### config.mk
export PLATFORM = sky130hd
export DESIGN_NAME = oh_serial_tx
export DESIGN_NICKNAME = d
export VERILOG_FILES = /design/src/rtl/oh_serial_tx.sv
export SDC_FILE = /design/constraint.sdc
export NUM_CORES = 1
export LEC_CHECK = 0
export ABC_CLOCK_PERIOD_IN_PS = 3000
export BUFFER_PORTS_ARGS = -buffer_cell sky130_fd_sc_hd__buf_2
export CAP_MARGIN = 30
export CORE_MARGIN = 4
export CORE_UTILIZATION = 35
export CTS_CLUSTER_SIZE = 20
export DETAILED_ROUTE_END_ITERATION = 8
export PLACE_DENSITY = 0.61
export SLEW_MARGIN = 15
export SYNTH_ARGS = -nofsm -noshare
export SYNTH_HDL_FRONTEND = slang
export SYNTH_SLANG_ARGS = --single-unit
### constraint.sdc
create_clock -name clk -period 3 [get_ports clk]
set_input_delay 0.6 -clock clk [delete_from_list [all_inputs] [get_ports clk]]
set_output_delay 0.6 -clock clk [all_outputs]
set_load 0.05 [all_outputs]
### src/rtl/oh_serial_tx.sv
module oh_serial_tx #(
  parameter int BYTES_PER_ROW = 36,
  parameter int K_ROW         = 4,
  parameter int K_FIRST       = 12
) (
  input  logic       clk,
  input  logic       rst,
  input  logic       row_go,
  input  logic       frame_go,
  input  logic       ais_force,
  input  logic       oof,
  input  logic       kbyte_zero,
  input  logic [7:0] byte_in,
  input  logic       byte_valid,
  output logic       byte_req,
  output logic       ser_out,
  output logic       ser_en,
  output logic       row_fp
);
  localparam int BW = $clog2(BYTES_PER_ROW);
  localparam logic [BW-1:0] LAST = BW'(BYTES_PER_ROW - 1);

  logic          synced, active, fp, par_acc;
  logic [7:0]    sh, d;
  logic [2:0]    bitc;
  logic [BW-1:0] bytec, load_idx;
  logic [3:0]    rowc, load_row;

  wire start     = row_go & (synced | frame_go);
  wire new_frame = start & frame_go;
  wire next_byte = active & (bitc == 3'd7) & (bytec != LAST);

  assign byte_req = start | next_byte;
  assign load_idx = start ? '0 : bytec + 1'b1;
  assign load_row = new_frame ? 4'd0 :
                    start     ? ((rowc == 4'd15) ? rowc : rowc + 4'd1) : rowc;

  wire first = (load_row == 4'd0) && (load_idx == '0);
  wire kz    = kbyte_zero && (load_row == 4'(K_ROW)) && (load_idx >= BW'(K_FIRST));
  wire ais   = ais_force | oof;

  always_comb begin
    d = (byte_valid && !kz) ? byte_in : 8'h00;
    if (first) d[7] = par_acc;
    if (ais)   d = 8'hFF;
  end

  wire par_bits = first ? ^d[6:0] : ^d;

  assign ser_out = sh[7];
  assign ser_en  = active;
  assign row_fp  = fp;

  always_ff @(posedge clk) begin
    if (rst) begin
      synced  <= 1'b0;
      active  <= 1'b0;
      fp      <= 1'b0;
      par_acc <= 1'b0;
      sh      <= '0;
      bitc    <= '0;
      bytec   <= '0;
      rowc    <= '0;
    end else begin
      fp <= start;
      if (new_frame) synced <= 1'b1;
      if (byte_req) begin
        sh      <= d;
        bitc    <= '0;
        bytec   <= load_idx;
        rowc    <= load_row;
        active  <= 1'b1;
        par_acc <= new_frame ? par_bits : (par_acc ^ par_bits);
      end else if (active) begin
        sh   <= {sh[6:0], 1'b0};
        bitc <= bitc + 3'd1;
        if (bitc == 3'd7) active <= 1'b0;
      end
    end
  end
endmodule

Yosys cells after proc, flatten, opt, wreduce, memory -nomap -nowiden
Cells that the tools add are included.
{ "op_classes": {"n_lt_le_gt_ge": 1, "addsub": 3, "n_bitwise": 8, "n_reduce_logical": 11, "n_eq_ne": 4, "mux": 14} }
{ "ops": {"columns": ["op", "count"], "rows": [
  ["$mux 8", 4],
  ["$mux 4", 3],
  ["$reduce_xor 8->1", 1],
  ["$reduce_xor 7->1", 1],
  ["$add 6x1->6 const B", 1],
  ["$ge 6x4->1 const B", 1],
  ["$logic_not 6->1", 1],
  ["$mux 1", 6],
  ["$mux 6", 1],
  ["$ne 6x6->1 const B", 1],
  ["$add 4x1->4 const B", 1],
  ["$and 1x1->1", 4],
  ["$eq 4x3->1 const B", 1],
  ["$eq 4x4->1 const B", 1],
  ["$logic_and 1x1->1", 4],
  ["$logic_not 4->1", 1],
  ["$add 3x1->3 const B", 1],
  ["$eq 3x3->1 const B", 1],
  ["$or 1x1->1", 3],
  ["$reduce_bool 2->1", 1],
  ["$reduce_or 2->1", 1],
  ["$logic_not 1->1", 1],
  ["$xor 1x1->1", 1]
]} }
{ "word_totals": {"reg_bits": 25, "out_inout_bits": 4, "wordCells": 49, "inputBits": 16} }

Depth between registers and ports, before layout
Gate-level depths: netlist of run 1.
{ "depth": {"ltp_word": 16, "depth_mapped": 9, "mapped_depth_nobuf": 8} }

Worst setup path after synthesis of run 1
Ideal clock, no wire load.
{ "synth_path": {"path_kind": "register -> output", "startpoint": "reg active, in the netlist ser_en", "endpoint": "out byte_req", "t_required_ps": 2400, "path_buffers": 3, "path_stages_with_launch": 7, "t_arrival_ps": 2277, "setup_slack_ps": 123, "path_cell_list": "dfxtp_1 -> clkbuf_1 -> nand2_1 -> a21oi_1 -> or2_2 -> clkbuf_1 -> clkbuf_1"} }
{ "synth_via": {"elab_chain_cells": 3} }
{ "synth_lines": {"columns": ["item", "line_no", "text"], "rows": [
  ["start, declared", "23", "logic synced, active, fp, par_acc;"],
  ["start signal, assigned", "57", "active <= 1'b0;"],
  ["start signal, assigned", "72", "active <= 1'b1;"],
  ["start signal, assigned", "77", "if (bitc == 3'd7) active <= 1'b0;"],
  ["$and 1x1->1 (2 in a row)", "31", "wire next_byte = active & (bitc == 3'd7) & (bytec != LAST);"],
  ["$or 1x1->1", "33", "assign byte_req = start | next_byte;"],
  ["end, declared", "15", "output logic byte_req,"]
]} }
No other way between the ends.

Final worst setup path of run 1
{ "layout_path": {"startpoint": "reg bytec[0]", "endpoint": "reg par_acc"} }
{ "layout_via": {"elab_chain_cells": 13, "elab_cells_between_ends": 19, "classes_between": "add/sub: 1; order compare: 1; eq/ne: 1; mux: 6; bitwise: 3; reduce/logical: 7"} }
{ "layout_lines": {"columns": ["item", "line_no", "text"], "rows": [
  ["start, declared", "26", "logic [BW-1:0] bytec, load_idx;"],
  ["start signal, assigned", "70", "bytec <= load_idx;"],
  ["$add 6x1->6", "34", "assign load_idx = start ? '0 : bytec + 1'b1;"],
  ["$mux 6", "34", null],
  ["$ge 6x4->1", "39", "wire kz = kbyte_zero && (load_row == 4'(K_ROW)) && (load_idx >= BW'(K_FIRST));"],
  ["$logic_and 1x1->1", "39", null],
  ["$logic_not 1->1", "43", "d = (byte_valid && !kz) ? byte_in : 8'h00;"],
  ["$logic_and 1x1->1", "43", null],
  ["$mux 8", "43", null],
  ["$mux 1", "44", "if (first) d[7] = par_acc;"],
  ["$mux 8", "45", "if (ais) d = 8'hFF;"],
  ["$reduce_xor 8->1", "48", "wire par_bits = first ? ^d[6:0] : ^d;"],
  ["$mux 1", "48", null],
  ["$xor 1x1->1", "73", "par_acc <= new_frame ? par_bits : (par_acc ^ par_bits);"],
  ["$mux 1", "73", null],
  ["end signal, assigned", "73", null],
  ["end, declared", "23", null]
]} }
Parallel ways exist; a longest one is shown, timed or not.
A chain may end at the register's enable or synchronous reset.

==> results of run 1 <==
## registers in the layout, summed over array words and instances, names as in the netlist
| signal | flops |
|---|---|
| sh | 8 |
| bytec | 6 |
| rowc | 4 |
| bitc | 3 |
| par_acc | 1 |
| row_fp | 1 |
| ser_en | 1 |
| synced | 1 |
## cell type report
type                    instances  area [sq um]  share of cell area
multi-input cells             137           908               0.552
flip-flops and latches         25           500               0.304
clock buffers                   4          45.0              0.0274
repair buffers                 21           110              0.0669
well taps                      50          62.6              0.0380
inverters                       5          18.8              0.0114
## worst reg2reg max path: stages (launching register included)
cell                      delay [ns]
sky130_fd_sc_hd__dfxtp_1        0.45
sky130_fd_sc_hd__ha_1           0.35
sky130_fd_sc_hd__nor2_1         0.06
sky130_fd_sc_hd__mux2_2         0.26
sky130_fd_sc_hd__a21oi_1        0.33
sky130_fd_sc_hd__nor4_1         0.09
sky130_fd_sc_hd__or4_4          0.54
sky130_fd_sc_hd__xor2_1         0.17
sky130_fd_sc_hd__a22o_1         0.20
## cells by family after synthesis
group                    count (synthesis)  share of synthesized area
multiplexers                             8                     0.0574
AND/OR/NAND/NOR                         71                      0.247
buffers and inverters                   13                     0.0360
AO/OA/AOI/OAI                           41                      0.186
flip-flops                              25                      0.342
XOR/XNOR                                13                     0.0967
adder cells (fa/ha/maj)                  4                     0.0342
## power breakdown
| group | switching [mW] | leakage [nW] | internal, mW |
|---|---|---|---|
| sequential | 0.0121 | 0.204 | 0.347 |
| clock | 0.104 | 0.0228 | 0.0950 |
| combinational | 0.0696 | 0.446 | 0.0534 |
| total | 0.186 | 0.673 | 0.496 |
## final timing paths
kind / start / endpoint / cells after the start
max: bytec[0] / par_acc / 8
min: sh[7] / sh[7] / 2
max reg2reg: bytec[0] / par_acc / 8
min reg2reg: sh[7] / sh[7] / 2
## Yosys cell counts, types with 3 or more instances
library cell and number:
sky130_fd_sc_hd__mux2_2 3, sky130_fd_sc_hd__ha_1 4, sky130_fd_sc_hd__nor3_1 8, sky130_fd_sc_hd__buf_2 3, sky130_fd_sc_hd__xnor2_1 5, sky130_fd_sc_hd__mux2i_1 5
sky130_fd_sc_hd__inv_1 5, sky130_fd_sc_hd__o21ai_0 14, sky130_fd_sc_hd__dfxtp_1 25, sky130_fd_sc_hd__clkbuf_1 5, sky130_fd_sc_hd__nand2_1 21, sky130_fd_sc_hd__nand4_1 3
sky130_fd_sc_hd__nor2_1 21, sky130_fd_sc_hd__a21oi_1 10, sky130_fd_sc_hd__xor2_1 6
## per-layer routing
layer	vias to the layer above	global-route usage	share of wire
li1	660	-	-
met1	542	0.160	0.52
met2	19	0.191	0.43
met3	2	0.0289	0.039
met4	0	0.0184	0.0062
met5	-	0	0
==> metrics.md, run 1 <==
| Metric | Value |
|---|---|
| Status | finished clean |
| Count of clock tree sinks | 25 |
| Routed length per instance | roughly 12 microns |
| Design Power | ~0.7 mW |
| Routed Wire Length | just under 3 mm |
| Initial core utilization | 0.363 |
| Wire length of the first global-routing pass | roughly 5 mm |
| HP Class | reg -> reg |
| Most used DFF post-synth | sky130_fd_sc_hd__dfxtp_1 |
| Final max-slew violation count | 0 |
| Largest net degree at the start of global routing | 15 |
| Power per Cell Area | 414 mW/mm^2 |
| Maximum cell stage delay along the critical path | roughly 0.54 ns |
| Yosys warnings | 0 |
| Total congestion overflow | 0 |
| Number of synthesized flops with an enable pin | 0 |
| Data arrival time of the worst path | ~2.7 ns |
| Leading cell types by total area after synthesis | sky130_fd_sc_hd__dfxtp_1, sky130_fd_sc_hd__nand2_1, sky130_fd_sc_hd__nor2_1 |
| Global-route total usage across every layer | 0.117 |
| Width of the die | 72.6 microns |
| Signed area change from the synthesized netlist to the final layout | 12.6% |
| Antenna violations before repair | 0 |
| Relative max-transition margin | 0.672 |
| Seq/Total Area, Yosys | 0.342 |
| HPWL after detailed placement | between 2 and 2.5 mm |
| Die outline height | between 70 and 80 microns |
| Count of antenna-violating nets left after detailed routing | 0 |
| Unrepaired setup endpoints after global routing | no |
| Finished layout cell area | between 0.0015 and 0.002 sq mm |
| Max Clock Freq | 0.393 GHz |
| Clock Root Buffer | sky130_fd_sc_hd__clkbuf_8 |
| Count of final hold-check violations | 0 |
| Proportion of netlist area held by the largest area contributor | 0.342 |
| Max VDD drop | ~280 uV |
| Max-cap check violation count | 0 |
| Length of the first detailed-routing pass in iterations | 4 |
| Total number of placement rows | 23 |
| Utilization after layout | 0.408 |
| Slack of the worst reg-to-reg path | approximately 0.45 ns |
| Fin nets | between 200 and 250 |
| Number of distinct library cells after synthesis | 46 |
| Library cell with the largest summed area after synthesis | sky130_fd_sc_hd__dfxtp_1 |
| Hold buffer count at CTS | 0 |
| Final period utilization | 0.849 |
| Total buffers and inverters traversed by the critical path | 0 |
| DRC | 0 |
| Floorplan core area | 0.00403 sq mm |
| Filler cells | around 420 |
| Worst path cell trace | ha_1 -> nor2_1 -> mux2_2 -> a21oi_1 -> nor4_1 -> or4_4 -> xor2_1 -> a22o_1 |
| Startpoint-to-endpoint class of the critical path | reg -> reg |
| Number of nets produced by synthesis | 195 |
| Total Neg Setup Slack | 0 ns |
| Number of vias in the routed layout | between 1000 and 1500 |
| Number of H-tree branching levels | 1 |
| Worst-path cell with the longest stage delay | sky130_fd_sc_hd__or4_4 |
| Worst setup skew after layout | about 0.007 ns |
| Final setup fails | 0 |
| Last weighted congestion value of the routability-driven placer | 0.815 |
| Number of buffers created by CTS | 3 |
| Number of gates resized after CTS | 0 |
| CP delay by family, top | simple AND/OR/NAND/NOR gates |
| Post-Place Worst Slack | about 0.38 ns |
| Total placed instance area | around 0.0016 sq mm |
| Async set-reset flop share out of synthesis | 0 |
| Worst-Skew Late Latency | roughly 0.27 ns |
| CTS tree | done |
| FF+latch count, synth | 25 |
| Actual transition at the worst max-transition pin | 0.480 ns |
| Buffers added on ports | 19 |
| Most common cell after layout, fill and taps aside | sky130_fd_sc_hd__dfxtp_1 |
| I/O pin count | 20 |
| Floorplan die area | ~0.0053 sq mm |
| Required time of the worst setup path | between 3 and 4 ns |
| Clock transition at the registers of the reported paths | roughly 0.09 ns |
| Final non-filler cell total | approximately 240 |
| # Post-CTS Setup Buffers | 0 |
| Leakage power figure | between 0.6 and 0.7 nW |
| Highest-count cells in the layout ignoring fill and taps | sky130_fd_sc_hd__dfxtp_1, sky130_fd_sc_hd__nand2_1, sky130_fd_sc_hd__nor2_1 |
| Synth Cell Area | 0.00146 sq mm |
| Average size of a mapped cell | about 8.4 sq um |
| Kind of end point of the critical path | flop |
| Buffer depth of the longest clock path | 2 |
| Worst hold slack across all endpoints | between 0.4 and 0.5 ns |
| Final WS setup | 0.452 ns |
| Peak fanout along the critical path | 8 |
| Final period demand of the worst path | 2.55 ns |
| Post-Synthesis Cells | 175 |
| ANT cells | 0 |
| Via count of the first global-routing pass | approximately 1100 |
| Number of vias per cell after detailed routing | just over 5 |
| Initial drt markers | 55 |
| Worst setup SP type | flop |
| Total instance count after detailed placement | around 240 |
| Share of layout cells above drive strength 1 | 0.203 |
Power figures use the tool's default switching activity.
==> inputs of run 2 (changes only) <==
--- a/config.mk
+++ b/config.mk
@@ -5,7 +5,7 @@
 export SDC_FILE = /design/constraint.sdc
 export NUM_CORES = 1
 export LEC_CHECK = 0
-export ABC_CLOCK_PERIOD_IN_PS = 3000
+export ABC_CLOCK_PERIOD_IN_PS = 2500
 export BUFFER_PORTS_ARGS = -buffer_cell sky130_fd_sc_hd__buf_2
 export CAP_MARGIN = 30
 export CORE_MARGIN = 4
==> constraint.sdc (replaced) <==
create_clock -name clk -period 2.5 [get_ports clk]
set_input_delay 0.5 -clock clk [delete_from_list [all_inputs] [get_ports clk]]
set_output_delay 0.5 -clock clk [all_outputs]
set_load 0.05 [all_outputs]
==> run 2 against run 1 <==
Net effect:
- clock skew up 0.0030 ns
- combinational power is 32% higher
- fmax grew 8.0%
- sequential power up 20%
- sequential cell count did not move
- sequential share of layout area decreased by 1.5 points
- power grew 25%
- worst setup slack got worse by 0.31 ns
- first-iteration DRC count shrank 1.8%
- utilization rose by 2.3 points
- via count is 4.8% higher
- critical endpoint unchanged
- largest power group unchanged
==> metrics.md, run 2 (synthesis gave the netlist of run 1 again) <==
| Metric | Value |
|---|---|
| Count of antenna-violating nets left after detailed routing | 0 (unchanged) |
| Total placed instance area | 0.00168 sq mm (+4.8%) |
| Initial core utilization | 0.363 (unchanged) |
| Leakage power figure | 0.730 nW (+8.5%) |
| Floorplan core area | 0.00403 sq mm (unchanged) |
| Total Neg Setup Slack | 0 ns (unchanged) |
| Antenna violations before repair | 0 (unchanged) |
| Routed length per instance | 12.4 microns (+3.1%) |
| Utilization after layout | 0.431 (+0.0230) |
| Maximum cell stage delay along the critical path | 0.51 ns (-0.03 ns) |
| Power per Cell Area | 490 mW/mm^2 (+18%) |
| Number of cell instances on the worst register-to-register path | 8 (unchanged) |
| Worst hold path stage count | 2 (unchanged) |
| Total congestion overflow | 0 (unchanged) |
| Status | finished clean |
| Final setup fails | 0 (unchanged) |
| Data arrival time of the worst path | 2.54 ns (-0.18 ns) |
| Highest-count cells in the layout ignoring fill and taps | sky130_fd_sc_hd__dfxtp_1, sky130_fd_sc_hd__nand2_1, sky130_fd_sc_hd__nor2_1 |
| Fin nets | 224 (+5.2%) |
| HP Class | reg -> reg |
| Worst setup skew after layout | 0.0102 ns (+0.00300 ns) |
| Kind of end point of the critical path | flop |
| Share of layout cells above drive strength 1 | 0.261 (+0.0580) |
| Buffer depth of the longest clock path | 2 (unchanged) |
| Total number of placement rows | 23 (unchanged) |
| Number of vias per cell after detailed routing | 5.07 (+0.27%) |
| Final max-slew violation count | 0 (unchanged) |
| Largest registers | sh: 8 flops, bytec: 6 flops, rowc: 4 flops |
| Startpoint-to-endpoint class of the critical path | reg -> reg |
| Max-cap check violation count | 0 (unchanged) |
| Peak fanout along the critical path | 4 (-4) |
| Routed Wire Length | 3.15 mm (+7.8%) |
| Largest net degree at the start of global routing | 17 (+2) |
| Count of clock tree sinks | 25 (unchanged) |
| Max VDD drop | 230 uV (-18%) |
| Initial drt markers | 54 (-1.8%) |
| Clock Root Buffer | sky130_fd_sc_hd__clkbuf_8 |
| Number of H-tree branching levels | 1 (unchanged) |
| Actual transition at the worst max-transition pin | 0.513 ns (+0.0327 ns) |
| Post-Place Worst Slack | 0.0342 ns (-0.349 ns) |
| Required time of the worst setup path | 2.68 ns (-0.49 ns) |
| Signed area change from the synthesized netlist to the final layout | 18.9% |
| DRC | 0 (unchanged) |
| Max reg flops | 8 (unchanged) |
| Max Clock Freq | 0.424 GHz (+8.0%) |
| Wire length of the first global-routing pass | 5.38 mm (+6.7%) |
| I/O pin count | 20 (unchanged) |
| Relative max-transition margin | 0.657 (-0.0148) |
| Largest reg by FF count | sh |
| Last weighted congestion value of the routability-driven placer | 0.836 (+2.6%) |
| HPWL after detailed placement | 2.49 mm (+11%) |
| Buffers added on ports | 19 (unchanged) |
| Finished layout cell area | 0.00174 sq mm (+5.6%) |
| Hold buffer count at CTS | 0 (unchanged) |
| Final WS setup | 0.141 ns (-0.311 ns) |
| Number of buffers created by CTS | 3 (unchanged) |
| Worst-path cell with the longest stage delay | sky130_fd_sc_hd__or4_4 |
| Number of vias in the routed layout | 1282 (+4.8%) |
| Final period utilization | 0.944 (+0.0943) |
| Width of the die | 72.6 microns (unchanged) |
| Global-route total usage across every layer | 0.126 (+0.00855) |
| Design Power | 0.851 mW (+25%) |
| Worst-Skew Late Latency | 0.28 ns (about the same) |
| Via count of the first global-routing pass | 1203 (+7.5%) |
| Clock transition at the registers of the reported paths | 0.10 ns (about the same) |
| Floorplan die area | 0.00527 sq mm (unchanged) |
| Count of final hold-check violations | 0 (unchanged) |
| Length of the first detailed-routing pass in iterations | 4 (unchanged) |
| Most common cell after layout, fill and taps aside | sky130_fd_sc_hd__dfxtp_1 |
| ANT cells | 0 (unchanged) |
| CTS tree | done |
| Final period demand of the worst path | 2.36 ns (-0.189 ns) |
| Die outline height | 72.6 microns (unchanged) |
| Worst path cell trace | ha_1 -> and4b_1 -> o21ai_2 -> nand4_2 -> o31a_1 -> or4_4 -> xor2_1 -> a22o_1 |
| Worst setup SP type | flop |
## run 2: cell types whose count changed in the layout (fill, tap and decap cells not counted)
cell                       change
sky130_fd_sc_hd__a21oi_1       -1
sky130_fd_sc_hd__inv_6         +1
sky130_fd_sc_hd__dfxtp_1       -1
sky130_fd_sc_hd__buf_4        +11
sky130_fd_sc_hd__clkbuf_1      -1
sky130_fd_sc_hd__dfxtp_2       +1
sky130_fd_sc_hd__a21oi_2       +1
## run 2: timing repair
item,in CTS,in global routing
gates resized for setup,0,1
buffers inserted,0,1
endpoints found under the setup margin,0,2
## run 2: final timing paths
check	start	to	slack, ns
min reg2reg	sh[7]	sh[7]	0.46
min	sh[7]	sh[7]	0.46
max reg2reg	rowc[0]	par_acc	0.14
max	rowc[0]	par_acc	0.14
## run 2: area by class of cell
type / count / area (sq um)
Clock inverter: 1 / 8.76
Fill cell: 422 / 2290
Timing Repair Buffer: 32 / 193
Multi-Input combinational cell: 137 / 912
Tap cell: 50 / 62.6
Inverter: 5 / 18.8
Clock buffer: 3 / 41.3
Sequential cell: 25 / 502
## run 2: per-layer routing
| layer | track usage | part of all wire | wire [microns] | vias up |
|---|---|---|---|---|
| li1 | - | - | - | 683 |
| met1 | 0.170 | 0.49 | 1550 | 575 |
| met2 | 0.202 | 0.47 | 1470 | 20 |
| met3 | 0.0344 | 0.036 | 112 | 4 |
| met4 | 0.0246 | 0.0054 | 17 | 0 |
| met5 | 0 | 0 | 0 | - |
## run 2: power breakdown
| part | internal, mW | leakage (nW) | switching, mW |
|---|---|---|---|
| registers | 0.417 | 0.204 | 0.0130 |
| logic | 0.0733 | 0.500 | 0.0888 |
| clock network | 0.117 | 0.0261 | 0.142 |
| total | 0.607 | 0.730 | 0.244 |
## run 2: critical path, delay by kind of cell, from the launching register on
family	cells	cell delay, ns
AOI/OAI and AO/OA	3	0.65
xor gates and xnor gates	1	0.17
adders and majority gates	1	0.24
DFF	1	0.33
and+or+nand+nor	3	0.86
## run 2: metrics by stage
stage / instances / hold slack [ns]
final: 253 / 0.459
after global placement: 248 / 0.432
after global routing: 253 / 0.490
after CTS: 252 / 0.465
after detailed placement: 248 / 0.445
after floorplan: 175 / 0.420
